### src/rtl/gw_pkg.sv
package gw_pkg;

    typedef enum logic {
        HS_IDLE = 1'b0,
        HS_WAIT = 1'b1
    } hs_state_e;

endpackage

### src/rtl/gw_size_reg.sv
module gw_size_reg #(
    parameter int MASK_W = 8
) (
    input  logic              clk,
    input  logic              rst_n,
    input  logic              we,
    input  logic [MASK_W-1:0] wdata,
    output logic [MASK_W-1:0] mask
);

    typedef struct packed {
        logic [MASK_W-1:0] mask;
    } size_s;

    size_s s_d, s_q;
    logic  legal;

    // Legal when the inverted value is a run of ones starting at bit 0.
    always_comb begin
        legal = (((~wdata) & ((~wdata) + 1'b1)) == '0);
        s_d   = s_q;
        if (we) begin
            s_d.mask = legal ? wdata : '0;
        end
    end

    always_ff @(posedge clk or negedge rst_n) begin
        if (!rst_n) begin
            s_q <= '0;
        end else begin
            s_q <= s_d;
        end
    end

    assign mask = s_q.mask;

    AST_MASK_SHAPE: assert property (@(posedge clk) disable iff (!rst_n)
        (((~mask) & ((~mask) + 1'b1)) == '0));

endmodule

### src/rtl/gw_addr_decode.sv
module gw_addr_decode #(
    parameter int ADDR_W = 16,
    parameter int MASK_W = 8
) (
    input  logic              rd_en,
    input  logic [ADDR_W-1:0] rd_addr,
    input  logic              wr_en,
    input  logic [ADDR_W-1:0] wr_addr,
    input  logic [MASK_W-1:0] mask,
    output logic              acc_valid,
    output logic              acc_hit,
    output logic [ADDR_W-1:0] sel_addr
);

    localparam int TOP_LSB = ADDR_W - MASK_W;

    logic [MASK_W-1:0] top_byte;

    always_comb begin
        sel_addr  = rd_en ? rd_addr : wr_addr;
        acc_valid = rd_en | wr_en;
        top_byte  = sel_addr[ADDR_W-1:TOP_LSB];
        acc_hit   = (mask != '0) && ((top_byte & mask) == mask);
    end

endmodule

### src/rtl/gw_handshake.sv
module gw_handshake
    import gw_pkg::*;
(
    input  logic clk,
    input  logic rst_n,
    input  logic acc_valid,
    input  logic acc_hit,
    input  logic ready,
    output logic bus_req,
    output logic stall,
    output logic in_wait
);

    typedef struct packed {
        hs_state_e state;
    } hs_s;

    hs_s h_d, h_q;

    always_comb begin
        h_d     = h_q;
        in_wait = (h_q.state == HS_WAIT);
        bus_req = in_wait || (acc_valid && acc_hit);
        stall   = bus_req && !ready;
        case (h_q.state)
            HS_IDLE: if (acc_valid && acc_hit && !ready) h_d.state = HS_WAIT;
            HS_WAIT: if (ready)                          h_d.state = HS_IDLE;
            default: h_d.state = HS_IDLE;
        endcase
    end

    always_ff @(posedge clk or negedge rst_n) begin
        if (!rst_n) begin
            h_q.state <= HS_IDLE;
        end else begin
            h_q <= h_d;
        end
    end

    AST_STALL_KEEPS_REQ: assert property (@(posedge clk) disable iff (!rst_n)
        stall |=> bus_req);
    AST_READY_RELEASES: assert property (@(posedge clk) disable iff (!rst_n)
        (bus_req && ready) |-> !stall);
    AST_WAIT_EXITS: assert property (@(posedge clk) disable iff (!rst_n)
        (in_wait && ready) |=> !in_wait);

endmodule

### src/rtl/gw_window_ctrl.sv
module gw_window_ctrl #(
    parameter int ADDR_W = 16,
    parameter int MASK_W = 8
) (
    input  logic              clk,
    input  logic              rst_n,
    input  logic              rd_en,
    input  logic [ADDR_W-1:0] rd_addr,
    input  logic              wr_en,
    input  logic [ADDR_W-1:0] wr_addr,
    input  logic              size_we,
    input  logic [MASK_W-1:0] size_wdata,
    input  logic              ready,
    output logic              bus_req,
    output logic              stall,
    output logic              glob_sel
);

    logic [MASK_W-1:0] mask;
    logic              acc_valid;
    logic              acc_hit;
    logic [ADDR_W-1:0] sel_addr;
    logic              in_wait;

    gw_size_reg #(.MASK_W(MASK_W)) i_size (
        .clk   (clk),
        .rst_n (rst_n),
        .we    (size_we),
        .wdata (size_wdata),
        .mask  (mask)
    );

    gw_addr_decode #(.ADDR_W(ADDR_W), .MASK_W(MASK_W)) i_dec (
        .rd_en     (rd_en),
        .rd_addr   (rd_addr),
        .wr_en     (wr_en),
        .wr_addr   (wr_addr),
        .mask      (mask),
        .acc_valid (acc_valid),
        .acc_hit   (acc_hit),
        .sel_addr  (sel_addr)
    );

    gw_handshake i_hs (
        .clk       (clk),
        .rst_n     (rst_n),
        .acc_valid (acc_valid),
        .acc_hit   (acc_hit),
        .ready     (ready),
        .bus_req   (bus_req),
        .stall     (stall),
        .in_wait   (in_wait)
    );

    assign glob_sel = in_wait | acc_hit;

    AST_ZERO_MASK_NO_REQ: assert property (@(posedge clk) disable iff (!rst_n)
        (mask == '0 && !in_wait) |-> (!bus_req && !stall));
    AST_LOCAL_NO_REQ: assert property (@(posedge clk) disable iff (!rst_n)
        (acc_valid && !acc_hit && !in_wait) |-> (!bus_req && !stall));
    AST_ADDR_HELD: assert property (@(posedge clk) disable iff (!rst_n)
        in_wait |-> $stable(sel_addr));

endmodule

### config.mk
export PLATFORM = sky130hd
export DESIGN_NAME = gw_window_ctrl
export DESIGN_NICKNAME = d
export VERILOG_FILES = /design/src/rtl/gw_pkg.sv /design/src/rtl/gw_size_reg.sv /design/src/rtl/gw_addr_decode.sv /design/src/rtl/gw_handshake.sv /design/src/rtl/gw_window_ctrl.sv
export SDC_FILE = /design/constraint.sdc
export NUM_CORES = 1
export LEC_CHECK = 0
export BUFFER_PORTS_ARGS = -buffer_cell sky130_fd_sc_hd__buf_4
export CORE_UTILIZATION = 39
export CTS_CLUSTER_SIZE = 12
export DETAILED_ROUTE_END_ITERATION = 8
export PLACE_DENSITY = 0.88
export SLEW_MARGIN = 20
export SYNTH_ARGS = -nofsm -noshare
export SYNTH_HDL_FRONTEND = slang
export SYNTH_SLANG_ARGS = --single-unit
### constraint.sdc
create_clock -name clk -period 2.6 [get_ports clk]
set_clock_uncertainty 0.1 [all_clocks]
set_input_delay 0.52 -clock clk [delete_from_list [all_inputs] [get_ports clk]]
set_output_delay 0.52 -clock clk [all_outputs]
set_load 0.01 [all_outputs]
==> results of run 1 <==
## registers in the layout, indices dropped and copies added, names as in the netlist
signal,cells
i_size.mask,8
i_hs.in_wait,1
## worst max-delay path by stage
| stage | to | cells past startpoint |
|---|---|---|
| finish | stall | 6 |
| global route | stall | 6 |
| CTS | stall | 6 |
| detailed placement | stall | 6 |
| global placement | stall | 6 |
| floorplan | stall | 5 |
## power groups by stage
| stage | combinational [W] | clock (W) | sequential (W) |
|---|---|---|---|
| CTS | 0.000118 | 0.000104 | 0.000153 |
| floorplan | 0.0000535 | 0 | 0.000154 |
| detailed placement | 0.000117 | 0 | 0.000155 |
| global placement | 0.000113 | 0 | 0.000155 |
| global route | 0.000130 | 0.000113 | 0.000154 |
| finish | 0.000118 | 0.000101 | 0.000153 |
## routing by layer
layer  track usage, %  up-vias  share of wire [%]
li1                 -      307                  -
met1             21.8      269                 41
met2             35.5       35                 51
met3             3.33        0                7.9
met4             12.9        0                  0
met5                0        -                  0
## metrics by stage
stage / utilization [%] / total power [W]
2_1_floorplan: - / 0.000207
5_1_grt: 64.3 / 0.000397
4_1_cts: 64.3 / 0.000375
3_3_place_gp: 61.5 / 0.000267
3_5_place_dp: 61.5 / 0.000272
6_report: 64.3 / 0.000371
## critical path, cell delays in order
cell      delay, ns
buf_4          0.14
mux2i_1        0.12
a222oi_1       0.43
a21oi_1        0.16
nor3_1         0.20
buf_4          0.15
## cells in the final DEF (no fill, tap or decap)
master	n
mux2i_1	4
inv_1	10
nor2_1	4
nand2_1	9
a211oi_1	1
dfrtp_1	9
nor4_1	2
o22ai_1	3
a222oi_1	1
a21oi_1	3
o2111ai_1	1
nor3_1	4
clkbuf_4	3
dlygate4sd3_1	1
a22oi_1	1
a2111oi_4	1
buf_4	32
o21ai_0	9
nand2b_1	2
clkbuf_1	1
o21bai_1	2
## cells by family after synthesis
group	Yosys count	synth area share, %
AOI/OAI and AO/OA	22	27.6
and+or+nand+nor	21	16.7
buffers and inverters	11	8.67
DFF	9	40.0
muxes	4	7.11
## layout make-up
type                       instances  area [sq um]
clock buffer                       4          26.3
fill                             123           470
inverter                          10          37.5
multi-input combinational         47           289
sequential                         9           225
tap                               15          18.8
timing repair buffer              33           250
## timing repair
| action | CTS | global route |
|---|---|---|
| hold endpoints to repair | 9 | 0 |
| hold buffers | 1 | 0 |
| setup buffers | 0 | 0 |
==> summary.md, run 1 <==
| Metric | Value |
|---|---|
| EDFF count, synth | 0 |
| Fmax | approximately 0.43 GHz |
| Fin Setup TNS | 0 ns |
| Crit path max fanout | 6 |
| Net count reported at finish | 150 |
| Port-buffer cells | 32 |
| Die Y | 40.0 um |
| Initial core utilization | 42.7% |
| DRC viols | 0 |
| Setup CP Type | in -> out |
| Initial antenna violation count | 0 |
| Synth top area share | 40.0% |
| Final Max Tran Viols | 0 |
| Hold WS | around 0.35 ns |
| Slew @ Worst Pin | between 0.4 and 0.5 ns |
| CTS Buffer Depth | 2 |
| Final hold vios | 0 |
| CTS Sinks | 9 |
| Seq/Total Area, Yosys | 40.0% |
| YS warnings | 0 |
| PnR worst setup slack | 0.263 ns |
| H-Tree Depth | 1 |
| Post-Synthesis Cells | 67 |
| Placed cell count | about 110 |
| Rows | 13 |
| Synthesized area | 563 sq um |
| CTS root buf | clkbuf_4 |
| Leak Pwr | 0.402 nW |
| Top_reg_cell synth | dfrtp_1 |
| Final period util | 89.9% |
| DR vias/cell | 5.18 |
| Clock slew at reported path FFs | 0.06 ns |
| Post-DP Area | 811 sq um |
| Fraction of registers with async set/reset | 100% |
| Mapped Nets | 113 |
| Post-CTS Resized | 0 |
| Hold Crit Depth | 2 |
| R2R depth | 5 |
| Num CTS Buffers | 3 |
| Overflow left after global routing | 0 |
| Psw | 0.000100 W |
| Power Dens Cells | 438 mW/mm^2 |
| Worst Path Required | 1.98 ns |
| Share of cells above drive strength 1 | 35.0% |
| Worst min path class | in -> reg |
| Post-synth top area cell | dfrtp_1 |
| DR iter-0 viols | 11 |
| All-Layer GR Usage | 20.1% |
| Largest cells by area after synthesis | dfrtp_1, o21ai_0, mux2i_1 |
| Internal Power | 0.000271 W |
| GPL Wtd Cong | roughly 0.74 |
| Max_cap viols | 0 |
| Status | finished clean |
| Crit end category | output pin |
| Synth top cells by count | inv_1, dfrtp_1, nand2_1, o21ai_0 |
| Non-Filler Instances | 118 |
| Worst vdd ir | 0.225 mV |
| Clock Power Share | 27.2% |
| # setup viols final | 0 |
| Worst r2r src | i_size.mask[2] |
| Vias | just over 600 |
| Combinational Power Share | 31.7% |
| I/O pin total | 49 |
| Net Sw Frac | 27.0% |
| Post-Syn Area per Cell | 8.40 sq um |
| Startpoint types | primary input |
| RSZ-0062 raised after global routing | no |
| Cell variety after synth | 18 |
| Final WL | 1.37 mm |
| Sequential Power Share | roughly two fifths |
| WL/cell | 11.6 um |
| First-pass DRT Iterations | 5 |
| Vias in the first global route | 568 |
| Worst R2R End | i_hs.in_wait |
| Slew margin rel. | 67.7% |
| Die X | approximately 40 um |
| Worst-Skew Late Latency | 0.25 ns |
| Area growth from synthesis to layout | 50.4% |
| Largest net degree at the start of global routing | 10 |
| Crit path from | rd_en |
| First-pass GRT wire length | 2.06 mm |
| Flops & latches, synth | 9 |
| ANT nets after route | 0 |
| Post-layout instance area | 847 sq um |
| Post-DP HPWL | 1.17 mm |
| Shortest period the worst path allows | 2.34 ns |
| Full die area | 0.00160 sq mm |
| Pre-CTS WS | ~0.25 ns |
| Arrival @ worst endpoint | 1.72 ns |
| Reg2reg setup slack | roughly 1.1 ns |
| Worst Hold End | i_hs.in_wait |
| Most common cell in the netlist | inv_1 |
| Worst hold path startpoint | ready |
| Antenna cells | 0 |
| Core ar. | 0.00132 sq mm |
| CTS tree | done |
(Power assumes the default switching activity.)
==> run 2: changes to the inputs <==
--- a/config.mk
+++ b/config.mk
@@ -10,6 +10,7 @@
 export CTS_CLUSTER_SIZE = 12
 export DETAILED_ROUTE_END_ITERATION = 8
 export PLACE_DENSITY = 0.88
+export RECOVER_POWER = 50
 export SLEW_MARGIN = 20
 export SYNTH_ARGS = -nofsm -noshare
 export SYNTH_HDL_FRONTEND = slang
==> run 2 against run 1 <==
Compared with the run above: register-to-register slack about the same; clock-buffer cell count unchanged; sequential share of layout area up 0.68 points; critical endpoint unchanged; non-clock buffer count unchanged; core utilization down 1.6 points.
==> summary.md, run 2 (synthesized netlist as in run 1, its figures left out) <==
| Metric | Value |
|---|---|
| Worst Path Required | 1.98 ns (about the same) |
| Largest register FFs | 8 (unchanged) |
| Post-DP HPWL | 1.17 mm (unchanged) |
| Final hold vios | 0 (unchanged) |
| Fmax | 0.428 GHz (about the same) |
| Setup CP Type | in -> out (unchanged) |
| Commonest non-fill, non-tap cells in the layout | buf_4, inv_1, nand2_1, o21ai_0, dfrtp_1 (unchanged) |
| Shortest period the worst path allows | 2.34 ns (about the same) |
| Post-CTS Resized | 0 (unchanged) |
| Crit end category | output pin (unchanged) |
| CTS tree | done (unchanged) |
| Final period util | 89.9% (about the same) |
| H-Tree Depth | 1 (unchanged) |
| Fillers | 127 (was 123) |
| GPL Wtd Cong | 0.737 (unchanged) |
| Vias in the first global route | 568 (unchanged) |
| CTS root buf | clkbuf_4 (unchanged) |
| DR iter-0 viols | 10 (was 11) |
| Clock slew at reported path FFs | 0.06 ns (about the same) |
| Rows | 13 (unchanged) |
| Leak Pwr | 0.397 nW (was 0.402 nW) |
| Crit path max fanout | 6 (unchanged) |
| Die Y | 40.0 um (unchanged) |
| All-Layer GR Usage | 20.1% (unchanged) |
| Initial core utilization | 42.7% (unchanged) |
| Final Max Tran Viols | 0 (unchanged) |
| Final Core Density | 62.7% (was 64.3%) |
| CTS Buffer Depth | 2 (unchanged) |
| Share of cells above drive strength 1 | 33.0% (was 35.0%) |
| I/O pin total | 49 (unchanged) |
| Initial antenna violation count | 0 (unchanged) |
| Full die area | 0.00160 sq mm (unchanged) |
| Slew margin rel. | 18.8% (was 67.7%) |
| Arrival @ worst endpoint | 1.72 ns (about the same) |
| RSZ-0062 raised after global routing | no (unchanged) |
| First-pass DRT Iterations | 5 (unchanged) |
| Area growth from synthesis to layout | 46.7% (was 50.4%) |
| Port-buffer cells | 32 (unchanged) |
| Core ar. | 0.00132 sq mm (unchanged) |
| Worst vdd ir | 0.225 mV (about the same) |
| Setup Fix Bufs, Post-CTS | 0 (unchanged) |
| DR vias/cell | 5.20 (was 5.18) |
| Status | finished clean (unchanged) |
| # setup viols final | 0 (unchanged) |
| Net count reported at finish | 150 (unchanged) |
| Die X | 40.0 um (unchanged) |
| Antenna cells | 0 (unchanged) |
| Startpoint types | primary input (unchanged) |
| Slew @ Worst Pin | 1.21 ns (was 0.484 ns) |
| WL/cell | 11.7 um (was 11.6 um) |
| CTS Sinks | 9 (unchanged) |
| Max_cap viols | 0 (unchanged) |
| DRC viols | 0 (unchanged) |
| ANT nets after route | 0 (unchanged) |
| Worst min path class | in -> reg (unchanged) |
| Num CTS Buffers | 3 (unchanged) |
| Fin Setup TNS | 0 ns (unchanged) |
| Overflow left after global routing | 0 (unchanged) |
| Most common cell after layout, fill and taps aside | buf_4 (unchanged) |
| Power Dens Cells | 445 mW/mm^2 (was 438 mW/mm^2) |
| Worst-Skew Late Latency | 0.25 ns (about the same) |
| First-pass GRT wire length | 2.06 mm (unchanged) |
| Vias | 614 (was 611) |
| Final WL | 1.38 mm (was 1.37 mm) |
| Largest net degree at the start of global routing | 10 (unchanged) |
run 2: path summary, 6_finish.rpt:
path | start | end | slack [ns] | depth (start not counted)
max | rd_en | stall | 0.26 | 6
min | ready | i_hs.in_wait | 0.35 | 2
min in group asynchronous | rst_n | i_size.mask[2] | 0.62 | 2
min reg2reg | i_size.mask[7] | i_size.mask[7] | 0.46 | 2
max in group asynchronous | rst_n | i_size.mask[5] | 1.47 | 2
max reg2reg | i_size.mask[2] | i_hs.in_wait | 1.12 | 5
run 2: cell type report:
type,instances,area [sq um],share of cell area (%)
sequential,9,225,27.3
tap,15,18.8,2.27
multi-input combinational,47,272,32.9
clock buffer,4,26.3,3.18
timing repair buffer,33,246,29.8
inverter,10,37.5,4.55
run 2: repair_timing:
action / in CTS / in global routing
hold buffers: 1 / 0
endpoints found under the setup margin: 0 / 0
endpoints found under the hold margin: 9 / 0
run 2: stage by stage:
stage	cells	area, sq um	hold WS (ns)	total power, W	worst slack (ns)
finish	118	826	0.347	0.000368	0.263
global route	118	826	0.331	0.000393	0.128
CTS	118	847	0.342	0.000375	0.251
detailed placement	113	811	0.245	0.000272	0.249
global placement	113	811	0.242	0.000267	0.299
floorplan	67	563	0.124	0.000207	0.436
run 2: critical path: stages:
cell	delay [ns]
buf_4	0.14
mux2i_1	0.12
a222oi_1	0.43
a21oi_1	0.16
nor3_1	0.20
buf_4	0.15
run 2: per-layer routing:
metal  up-vias  part of all wire, %  global-route usage [%]  wire, um
li1        308                    -                       -         -
met1       271                   41                    21.8       564
met2        35                   51                    35.5       697
met3         0                  8.2                    3.33       113
met4         0                    0                    12.9         0
met5         -                    0                       0         0
run 2: power breakdown:
group / switching (W) / internal (W)
clock: 0.0000422 / 0.0000587
combinational: 0.0000505 / 0.0000634
sequential: 0.00000528 / 0.000147
==> run 3: changes to the inputs <==
--- a/config.mk
+++ b/config.mk
@@ -6,12 +6,16 @@
 export NUM_CORES = 1
 export LEC_CHECK = 0
 export BUFFER_PORTS_ARGS = -buffer_cell sky130_fd_sc_hd__buf_4
-export CORE_UTILIZATION = 39
+export CELL_PAD_IN_SITES_DETAIL_PLACEMENT = 1
+export CELL_PAD_IN_SITES_GLOBAL_PLACEMENT = 2
+export CORE_ASPECT_RATIO = 2
+export CORE_UTILIZATION = 19
 export CTS_CLUSTER_SIZE = 12
 export DETAILED_ROUTE_END_ITERATION = 8
-export PLACE_DENSITY = 0.88
+export PLACE_DENSITY = 0.82
 export RECOVER_POWER = 50
 export SLEW_MARGIN = 20
 export SYNTH_ARGS = -nofsm -noshare
 export SYNTH_HDL_FRONTEND = slang
 export SYNTH_SLANG_ARGS = --single-unit
+export TNS_END_PERCENT = 20
==> run 3 against run 2 <==
Compared with the run above: critical path depth stayed put; combinational power hardly changed; sequential power hardly changed; clock power is 56% higher; cell area is 5.3% higher; first-iteration DRC count is 20% higher; critical endpoint unchanged; via count is 0.33% higher; die area is 100% higher; flip-flop and latch count stayed put.
==> summary.md, run 3 (synthesized netlist as in run 1, its figures left out) <==
| Metric | Value |
|---|---|
| Share of cells above drive strength 1 | 34.3% (was 33.0%) |
| H-Tree Depth | 1 (unchanged) |
| CTS hold repair buffers | 0 (was 1) |
| Final WL | 1.64 mm (was 1.38 mm) |
| Overflow left after global routing | 0 (unchanged) |
| Commonest non-fill, non-tap cells in the layout | buf_4, inv_1, nand2_1, o21ai_0, dfrtp_1 (unchanged) |
| First-pass GRT wire length | 2.58 mm (was 2.06 mm) |
| CTS root buf | clkbuf_8 (was clkbuf_4) |
| Arrival @ worst endpoint | 1.70 ns (was 1.72 ns) |
| Full die area | 0.00320 sq mm (was 0.00160 sq mm) |
| Worst min path class | in -> async (was in -> reg) |
| Final hold vios | 0 (unchanged) |
| Reg2reg setup slack | 1.23 ns (was 1.12 ns) |
| R2R depth | 5 (unchanged) |
| Pre-CTS WS | 0.264 ns (was 0.249 ns) |
| Power Dens Cells | 491 mW/mm^2 (was 445 mW/mm^2) |
| First-pass DRT Iterations | 4 (was 5) |
| Leak Pwr | 0.402 nW (was 0.397 nW) |
| Net count reported at finish | 149 (was 150) |
| Fmax | 0.432 GHz (was 0.428 GHz) |
| Crit path from | rd_en (unchanged) |
| # setup viols final | 0 (unchanged) |
| Worst vdd ir | 0.281 mV (was 0.225 mV) |
| Vias | 616 (was 614) |
| DR iter-0 viols | 12 (was 10) |
| CTS Buffer Depth | 2 (unchanged) |
| Num CTS Buffers | 3 (unchanged) |
| Post-DP HPWL | 1.45 mm (was 1.17 mm) |
| ANT nets after route | 0 (unchanged) |
| Initial core utilization | 20.3% (was 42.7%) |
| RSZ-0062 raised after global routing | no (unchanged) |
| Worst Path Required | 1.98 ns (about the same) |
| Area growth from synthesis to layout | 54.4% (was 46.7%) |
| Shortest period the worst path allows | 2.32 ns (was 2.34 ns) |
| GPL Wtd Cong | 0.696 (was 0.737) |
| CTS tree | done (unchanged) |
| Core ar. | 0.00277 sq mm (was 0.00132 sq mm) |
| Startpoint types | primary input (unchanged) |
| All-Layer GR Usage | 12.0% (was 20.1%) |
| Fin Setup TNS | 0 ns (unchanged) |
| Crit path max fanout | 6 (unchanged) |
| Slew margin rel. | 66.4% (was 18.8%) |
| Die X | 40.5 um (was 40.0 um) |
| PnR worst setup slack | 0.283 ns (was 0.263 ns) |
| Status | finished clean (unchanged) |
| Die Y | 79.0 um (was 40.0 um) |
| Worst r2r src | i_size.mask[2] (unchanged) |
| Port-buffer cells | 32 (unchanged) |
| Setup Fix Bufs, Post-CTS | 0 (unchanged) |
| Post-CTS Resized | 0 (unchanged) |
| Largest net degree at the start of global routing | 10 (unchanged) |
| Max_cap viols | 0 (unchanged) |
| Worst R2R End | i_hs.in_wait (unchanged) |
| DR vias/cell | 4.70 (was 5.20) |
| Worst-Skew Late Latency | 0.23 ns (was 0.25 ns) |
| Largest register FFs | 8 (unchanged) |
| Initial antenna violation count | 0 (unchanged) |
| Rows | 27 (was 13) |
| Final Max Tran Viols | 0 (unchanged) |
| Clock slew at reported path FFs | 0.04 ns (was 0.06 ns) |
| Crit end category | output pin (unchanged) |
| DRC viols | 0 (unchanged) |
| Most common cell after layout, fill and taps aside | buf_4 (unchanged) |
| Vias in the first global route | 660 (was 568) |
| Final period util | 89.1% (was 89.9%) |
| CTS Sinks | 9 (unchanged) |
| Slew @ Worst Pin | 0.504 ns (was 1.21 ns) |
| I/O pin total | 49 (unchanged) |
| WL/cell | 12.5 um (was 11.7 um) |
| Setup CP Type | in -> out (unchanged) |
| Antenna cells | 0 (unchanged) |
## run 3: changes by cell type in the layout (fill, tap and decap cells not counted)
cell           previous run  this run
clkbuf_4                  3         0
dlygate4sd3_1             1         0
clkbuf_8                  0         3
a2111oi_4                 0         1
a2111oi_1                 1         0
## run 3: report_power, final
part / switching, W / internal (W) / leakage (nW) / total (W)
clock network: 0.0000514 / 0.000106 / 0.0228 / 0.000158
logic: 0.0000526 / 0.0000632 / 0.256 / 0.000116
registers: 0.00000569 / 0.000148 / 0.124 / 0.000154
total: 0.000110 / 0.000318 / 0.402 / 0.000427
## run 3: metal layers
| layer | vias to the layer above | wire [um] | GRT usage, % | share of wire [%] |
|---|---|---|---|---|
| met2 | 24 | 975 | 22.7 | 59 |
| met4 | 0 | 37 | 7.00 | 2.3 |
| met3 | 4 | 117 | 2.51 | 7.1 |
| met1 | 282 | 509 | 9.59 | 31 |
| met5 | - | 0 | 0 | 0 |
| li1 | 306 | - | - | - |
## run 3: worst max-delay path by stage
stage,end,slack [ns],cells past startpoint
6_report,stall,0.28,6
5_1_grt,stall,0.10,6
4_1_cts,stall,0.27,6
3_5_place_dp,stall,0.26,6
3_3_place_gp,stall,0.28,6
2_1_floorplan,stall,0.44,5
## run 3: critical path, cell delays in order
cell and delay, ns:
buf_4 0.14, mux2i_1 0.11, a222oi_1 0.39, a21oi_1 0.14, nor3_1 0.22, buf_4 0.16
## run 3: metrics by stage
stage          power, W  hold slack (ns)  area [sq um]  std cells  util, %
3_3_place_gp   0.000272            0.245           828        127     29.9
5_1_grt        0.000449            0.167           870        131     31.4
3_5_place_dp   0.000275            0.247           828        127     29.9
4_1_cts        0.000433          0.00529           873        131     31.5
6_report       0.000427            0.115           870        131     31.4
2_1_floorplan  0.000207            0.124           563         67        -
## run 3: area by class of cell
| class | count | area (sq um) |
|---|---|---|
| Clock buffer | 4 | 45.0 |
| Fill cell | 350 | 1900 |
| Inverter | 10 | 37.5 |
| Multi-Input combinational cell | 47 | 289 |
| Sequential cell | 9 | 225 |
| Tap cell | 29 | 36.3 |
| Timing Repair Buffer | 32 | 236 |
